### config.mk
export PLATFORM = sky130hd
export DESIGN_NAME = bounds_check_unit
export DESIGN_NICKNAME = d
export VERILOG_FILES = /design/src/rtl/bcu_pkg.sv /design/src/rtl/bcu_bound_file.sv /design/src/rtl/bcu_datapath.sv /design/src/rtl/bcu_status.sv /design/src/rtl/bounds_check_unit.sv
export SDC_FILE = /design/constraint.sdc
export NUM_CORES = 1
export LEC_CHECK = 0
export ABC_AREA = 1
export CAP_MARGIN = 5
export CELL_PAD_IN_SITES_DETAIL_PLACEMENT = 0
export CELL_PAD_IN_SITES_GLOBAL_PLACEMENT = 1
export CORE_MARGIN = 2
export CORE_UTILIZATION = 47
export CTS_BUF_LIST = sky130_fd_sc_hd__clkbuf_8
export CTS_CLUSTER_DIAMETER = 150
export DETAILED_ROUTE_END_ITERATION = 8
export GPL_ROUTABILITY_DRIVEN = 1
export PLACE_DENSITY_LB_ADDON = 0.3
export SYNTH_ARGS = -nofsm -noshare
export SYNTH_HDL_FRONTEND = slang
export SYNTH_SLANG_ARGS = --single-unit
### constraint.sdc
create_clock -name clk -period 7 [get_ports clk]
set_clock_uncertainty 0.05 [all_clocks]
set_input_delay 2.1 -clock clk [delete_from_list [all_inputs] [get_ports clk]]
set_output_delay 2.1 -clock clk [all_outputs]
set_load 0.02 [all_outputs]
### src/rtl/bcu_pkg.sv
package bcu_pkg;

    typedef enum logic [1:0] {
        OP_NONE = 2'b00,
        OP_MAKE = 2'b01,
        OP_CHKL = 2'b10,
        OP_CHKU = 2'b11
    } bcu_op_e;

    typedef enum logic [1:0] {
        SEL_CFG_USER  = 2'd0,
        SEL_CFG_SUP   = 2'd1,
        SEL_STAT_ADDR = 2'd2,
        SEL_STAT_CODE = 2'd3
    } bcu_sel_e;

    typedef enum logic {
        ST_IDLE  = 1'b0,
        ST_FAULT = 1'b1
    } exc_state_e;

    localparam logic [1:0] CODE_LOWER = 2'b01;
    localparam logic [1:0] CODE_UPPER = 2'b10;

endpackage

### src/rtl/bcu_bound_file.sv
module bcu_bound_file #(
    parameter int AW = 64,
    parameter int NB = 4,
    parameter int IW = 2
) (
    input  logic          clk,
    input  logic          rst_n,
    input  logic          wr_en,
    input  logic [IW-1:0] wr_idx,
    input  logic [AW-1:0] wr_lb,
    input  logic [AW-1:0] wr_ub,
    input  logic          wr_empty,
    input  logic [IW-1:0] a_idx,
    output logic [AW-1:0] a_lb,
    output logic [AW-1:0] a_ub,
    output logic          a_empty,
    input  logic [IW-1:0] b_idx,
    output logic [AW-1:0] b_lb,
    output logic [AW-1:0] b_ub
);

    logic [AW-1:0] lb_q    [NB];
    logic [AW-1:0] ub_q    [NB];
    logic          empty_q [NB];

    for (genvar g = 0; g < NB; g++) begin : g_entry
        always_ff @(posedge clk or negedge rst_n) begin
            if (!rst_n) begin
                lb_q[g]    <= '0;
                ub_q[g]    <= '0;
                empty_q[g] <= 1'b0;
            end else if (wr_en && (wr_idx == IW'(g))) begin
                lb_q[g]    <= wr_lb;
                ub_q[g]    <= wr_ub;
                empty_q[g] <= wr_empty;
            end
        end
    end

    assign a_lb    = lb_q[a_idx];
    assign a_ub    = ub_q[a_idx];
    assign a_empty = empty_q[a_idx];
    assign b_lb    = lb_q[b_idx];
    assign b_ub    = ub_q[b_idx];

endmodule

### src/rtl/bcu_datapath.sv
module bcu_datapath
    import bcu_pkg::*;
#(
    parameter int AW = 64
) (
    input  bcu_op_e       op,
    input  logic [AW-1:0] addr,
    input  logic [AW-1:0] size,
    input  logic [AW-1:0] ent_lb,
    input  logic [AW-1:0] ent_ub_stored,
    input  logic          ent_empty,
    output logic [AW-1:0] mk_lb,
    output logic [AW-1:0] mk_ub_stored,
    output logic          mk_empty,
    output logic          fail,
    output logic [1:0]    fail_code
);

    localparam logic [AW-1:0] ONE = {{(AW-1){1'b0}}, 1'b1};

    logic [AW-1:0] ub_true;
    logic [AW-1:0] last_byte;

    assign last_byte    = addr + size - ONE;
    assign mk_lb        = addr;
    assign mk_ub_stored = ~last_byte;
    assign mk_empty     = (size == '0);
    assign ub_true      = ~ent_ub_stored;

    always_comb begin
        fail      = 1'b0;
        fail_code = 2'b00;
        unique case (op)
            OP_CHKL: begin
                fail      = ent_empty || (addr < ent_lb);
                fail_code = CODE_LOWER;
            end
            OP_CHKU: begin
                fail      = ent_empty || (addr > ub_true);
                fail_code = CODE_UPPER;
            end
            OP_NONE, OP_MAKE: begin
                fail      = 1'b0;
                fail_code = 2'b00;
            end
        endcase
    end

endmodule

### src/rtl/bcu_status.sv
module bcu_status
    import bcu_pkg::*;
#(
    parameter int AW = 64
) (
    input  logic          clk,
    input  logic          rst_n,
    input  logic          cmd_priv,
    input  logic          fault,
    input  logic [AW-1:0] fault_addr,
    input  logic [1:0]    fault_code,
    input  logic          reg_wr,
    input  bcu_sel_e      reg_sel,
    input  logic [AW-1:0] reg_wdata,
    output logic [AW-1:0] reg_rdata,
    output logic          enforce,
    output logic [AW-1:0] stat_addr,
    output logic [1:0]    stat_code,
    output logic          bre_exc
);

    exc_state_e    state_q, state_d;
    logic          cfg_user_q, cfg_sup_q;
    logic [AW-1:0] stat_addr_q;
    logic [1:0]    stat_code_q;

    // State register
    always_ff @(posedge clk or negedge rst_n) begin
        if (!rst_n) state_q <= ST_IDLE;
        else        state_q <= state_d;
    end

    // Next-state: every failing enforced test (re)enters ST_FAULT
    always_comb begin
        unique case (state_q)
            ST_IDLE:  state_d = fault ? ST_FAULT : ST_IDLE;
            ST_FAULT: state_d = fault ? ST_FAULT : ST_IDLE;
        endcase
    end

    // Outputs
    always_comb begin
        unique case (state_q)
            ST_IDLE:  bre_exc = 1'b0;
            ST_FAULT: bre_exc = 1'b1;
        endcase
    end

    always_ff @(posedge clk or negedge rst_n) begin
        if (!rst_n) begin
            cfg_user_q  <= 1'b1;
            cfg_sup_q   <= 1'b1;
            stat_addr_q <= '0;
            stat_code_q <= 2'b00;
        end else begin
            if (reg_wr && reg_sel == SEL_CFG_USER) cfg_user_q <= reg_wdata[0];
            if (reg_wr && reg_sel == SEL_CFG_SUP)  cfg_sup_q  <= reg_wdata[0];
            if (fault) begin
                stat_addr_q <= fault_addr;
                stat_code_q <= fault_code;
            end else if (reg_wr) begin
                if (reg_sel == SEL_STAT_ADDR) stat_addr_q <= reg_wdata;
                if (reg_sel == SEL_STAT_CODE) stat_code_q <= reg_wdata[1:0];
            end
        end
    end

    always_comb begin
        unique case (reg_sel)
            SEL_CFG_USER:  reg_rdata = {{(AW-1){1'b0}}, cfg_user_q};
            SEL_CFG_SUP:   reg_rdata = {{(AW-1){1'b0}}, cfg_sup_q};
            SEL_STAT_ADDR: reg_rdata = stat_addr_q;
            SEL_STAT_CODE: reg_rdata = {{(AW-2){1'b0}}, stat_code_q};
        endcase
    end

    assign enforce   = cmd_priv ? cfg_sup_q : cfg_user_q;
    assign stat_addr = stat_addr_q;
    assign stat_code = stat_code_q;

endmodule

### src/rtl/bounds_check_unit.sv
module bounds_check_unit
    import bcu_pkg::*;
#(
    parameter int AW = 64,
    parameter int NB = 4,
    localparam int IW = (NB > 1) ? $clog2(NB) : 1
) (
    input  logic          clk,
    input  logic          rst_n,
    input  logic          cmd_valid,
    input  logic [1:0]    cmd_op,
    input  logic [IW-1:0] cmd_idx,
    input  logic          cmd_priv,
    input  logic [AW-1:0] cmd_addr,
    input  logic [AW-1:0] cmd_size,
    input  logic          reg_wr,
    input  logic [1:0]    reg_sel,
    input  logic [AW-1:0] reg_wdata,
    output logic [AW-1:0] reg_rdata,
    input  logic [IW-1:0] bnd_sel,
    output logic [AW-1:0] bnd_lb,
    output logic [AW-1:0] bnd_ub_stored,
    output logic          bre_exc
);

    bcu_op_e       op;
    logic [AW-1:0] ent_lb, ent_ub;
    logic          ent_empty;
    logic [AW-1:0] mk_lb, mk_ub;
    logic          mk_empty;
    logic          fail, enforce, fault, make_en;
    logic [1:0]    fail_code;
    logic [AW-1:0] stat_addr;
    logic [1:0]    stat_code;

    assign op      = bcu_op_e'(cmd_op);
    assign make_en = cmd_valid && (op == OP_MAKE);
    assign fault   = cmd_valid && enforce && fail;

    bcu_bound_file #(.AW(AW), .NB(NB), .IW(IW)) u_file (
        .clk      (clk),
        .rst_n    (rst_n),
        .wr_en    (make_en),
        .wr_idx   (cmd_idx),
        .wr_lb    (mk_lb),
        .wr_ub    (mk_ub),
        .wr_empty (mk_empty),
        .a_idx    (cmd_idx),
        .a_lb     (ent_lb),
        .a_ub     (ent_ub),
        .a_empty  (ent_empty),
        .b_idx    (bnd_sel),
        .b_lb     (bnd_lb),
        .b_ub     (bnd_ub_stored)
    );

    bcu_datapath #(.AW(AW)) u_dp (
        .op            (op),
        .addr          (cmd_addr),
        .size          (cmd_size),
        .ent_lb        (ent_lb),
        .ent_ub_stored (ent_ub),
        .ent_empty     (ent_empty),
        .mk_lb         (mk_lb),
        .mk_ub_stored  (mk_ub),
        .mk_empty      (mk_empty),
        .fail          (fail),
        .fail_code     (fail_code)
    );

    bcu_status #(.AW(AW)) u_stat (
        .clk        (clk),
        .rst_n      (rst_n),
        .cmd_priv   (cmd_priv),
        .fault      (fault),
        .fault_addr (cmd_addr),
        .fault_code (fail_code),
        .reg_wr     (reg_wr),
        .reg_sel    (bcu_sel_e'(reg_sel)),
        .reg_wdata  (reg_wdata),
        .reg_rdata  (reg_rdata),
        .enforce    (enforce),
        .stat_addr  (stat_addr),
        .stat_code  (stat_code),
        .bre_exc    (bre_exc)
    );

endmodule

==> reports/metrics.cfg <==
[outcome]
status=complete, no violations

[global_route]
antenna_found_initial=4
grt_max_degree=190
overflow=0
track_usage=0.346
grt_pass1_wl_um=217000
grt_pass1_vias=35400

[clocking]
clk_latency_ps=750
cts-htree-levels=3
cts_resized=0
postCtsHoldBufs=0
numCtsBuffers=103
clockBufferDepth=3
cts_tree=built
post_cts_buffers=0
cts_sinks=585
root_buffer=clkbuf_8
path_clk_slew_ps=60

[place]
port_buffers=397
placedInstanceArea_um2=42500
place.gp.congestion=1.01
place_hpwl_um=103000
place_ws_ps=420

[worst_setup_path]
r2r_start=u_file.ub_q[221]
ff2ff_setup_slack_ps=3150
r2r_cells=19
crit_chain=clkdlybuf4s50_1, inv_1, nor2_1, inv_2, buf_4, nor2_1, clkdlybuf4s50_1
cp-end-kind=primary output
crit_buf_inv=5
crit_type=in2out
rr_endpoint=u_stat.stat_addr[54]
slowest_delay_ps=630
critPathArrivalTime_ps=4220
cpMaxStageDelayCell=clkdlybuf4s50_1
crit_family=buffers and inverters
crit_required_ps=4850
startpoint_type=primary input
worst-path-max-fanout=37

[synth]
syn-cell-area_um2=37100
synth_top_family_by_area=simple AND/OR/NAND/NOR gates
yosysSeqAreaShare=0.395
syn_inst=5011
synth_compound_area_frac=0.210
synth_top_area_share=0.393
synthAdderAreaFrac=0.0855
yosys_warnings=0
synth_edf_count=0
syn_avg_cell_area_um2=7.40
async_reset_ff_frac=1.00
synthXorXnorAreaFrac=0.00921
synth_cell_types=49
yosys-mux-area-fraction=0.000270
synthTopCellsByArea=dfrtp_1, nand2_1, o21ai_0, ha_1, inv_1
synth_flop_cell=dfrtp_1
synth_nets=5469
synth.top_cells.by_count=nand2_1, o21ai_0, dfrtp_1
synthSimpleGateAreaFrac=0.213
synth_area_leader_cell=dfrtp_1
synth-seq-cells=585
synth.most_common_cell=nand2_1

[cells_and_area]
final_area_um2=44600
syn_to_final_growth_pct=20.2
layout-drive-gt1-share=0.0554
fillCellCount=7534
final_nets=5804

[power_and_ir_drop]
p_leak_uw=0.0215
power.internal_uw=7540
p_comb_frac=0.329
p_seq_frac=0.407
peakVddDrop_uv=139
swShare=0.382
power.density_nw_per_um2=274
clockPowerShare=0.263
power.switching_uw=4660

[min_path]
worstHoldStart=u_file.empty_q[1]
hold_path_class=reg2reg
hold_end=u_file.empty_q[1]
holdPathStages=2

[floorplan]
die-area_um2=81200
core_um2=78600
die_h_um=285
die_w_um=285
io_pins=398
rows=103
initial_core_util=0.472

[detailed_routing]
drc=0
via_per_inst=5.84
totalWireLength_um=144000
dr.pass1.iters=8
avgRoutedWirePerCell_um=22.3
drtIter0Drc=4442
drtAntennaViolNets=0
vias=37800

[sta]
period_needed_ps=6370
rsz0062_at_grt=false
maxSlewViolCount=0
slew_headroom=0.289
hold_viol_final=0
worst_slew_pin_slew_ps=1070
min_period_over_period=0.910
setup_viol=0
tns_ps=0
fmax_mhz=157
setup_ws_ps=627

[flow_run]
maxCapViolCount=0

-- layout make-up --
class / count / area, µm² / area share
multi-input combinational: 3572 / 19300 / 0.432
sequential: 585 / 14600 / 0.328
timing repair buffer: 517 / 5160 / 0.116
inverter: 567 / 2150 / 0.0482
clock buffer: 129 / 1780 / 0.0398
tap: 1050 / 1310 / 0.0295
clock inverter: 50 / 275 / 0.00617
antenna: 2 / 5.00 / 0.000112
-- power by group through the flow --
stage	registers [µW]	logic, µW	clock network, µW
2_1_floorplan	4780	2500	0
3_3_place_gp	4980	3880	0
3_5_place_dp	4980	3950	0
4_1_cts	4930	3970	3260
5_1_grt	5060	4450	3410
6_report	4970	4020	3210
-- worst max-delay path by stage --
stage / start / slack [ps] / to / depth (start not counted)
2_1_floorplan: bnd_sel[0] / 1680 / bnd_lb[61] / 5
5_1_grt: reg_sel[1] / 420 / reg_rdata[32] / 7
4_1_cts: reg_sel[0] / 600 / reg_rdata[8] / 6
3_3_place_gp: cmd_idx[1] / 600 / u_stat.stat_addr[63] / 21
6_report: reg_sel[1] / 630 / reg_rdata[8] / 7
3_5_place_dp: cmd_idx[1] / 420 / u_stat.stat_addr[44] / 23
-- worst reg2reg max path, stage by stage (launching register included) --
cell and delay (ps):
dfrtp_1 390, a22oi_1 360, nand2_1 120, ha_1 310, nand2_1 50, nor2_1 160, nand2_1 90, nor4_1 450
buf_4 240, nand2_1 60, nand2_1 120, nand2_1 70, nand2_1 70, a21oi_1 140, nand2_2 190, nand2_4 80
inv_2 380, buf_12 270, nand2_1 110, nand3_1 100
-- logic make-up (layout without fill, tap and decap cells) --
logic type                 after synthesis  after routing
AOI/OAI and AO/OA                     1332           1332
xor gates and xnor gates                39             39
DFF                                    585            585
adders and majority gates              253            253
muxes                                    1              1
buffers and inverters                  854           1263
and+or+nand+nor                       1947           1947
other                                    0              2
-- cells in the final DEF (no fill, tap or decap), types with 21 or more instances in the layout --
| master | instances |
|---|---|
| a21oi_1 | 138 |
| a221oi_1 | 65 |
| a22o_1 | 65 |
| a22oi_1 | 90 |
| buf_12 | 23 |
| buf_4 | 100 |
| clkbuf_8 | 129 |
| clkdlybuf4s50_1 | 392 |
| dfrtp_1 | 583 |
| ha_1 | 252 |
| inv_1 | 593 |
| nand2_1 | 1029 |
| nand3_1 | 303 |
| nand4_1 | 38 |
| nor2_1 | 521 |
| nor3_1 | 21 |
| o21ai_0 | 701 |
| o21ai_1 | 54 |
| o22ai_1 | 128 |
| xor2_1 | 23 |
-- flip-flops by register name (all words and copies together) (netlist names) --
name	flops
u_stat.stat_addr	64
u_file.lb_q	256
u_stat.stat_code	2
u_stat.state_q	1
u_file.ub_q	256
u_stat.cfg_sup_q	1
u_stat.cfg_user_q	1
u_file.empty_q	4
-- per-layer routing --
layer | up-vias | track usage | share of wire
li1 | 17500 | - | -
met1 | 17900 | 0.505 | 0.43
met2 | 2106 | 0.499 | 0.42
met3 | 299 | 0.0752 | 0.11
met4 | 0 | 0.133 | 0.038
met5 | - | 0 | 0
-- stage by stage --
stage / hold slack (ps) / utilization / std cells / power, µW
after floorplan: 403 / - / 5011 / 7280
after global placement: 417 / 0.541 / 6291 / 8870
after detailed placement: 425 / 0.541 / 6291 / 8930
after CTS: 440 / 0.567 / 6470 / 12200
after global routing: 472 / 0.567 / 6472 / 12900
final: 436 / 0.567 / 6472 / 12200
(Power assumes the default switching activity.)
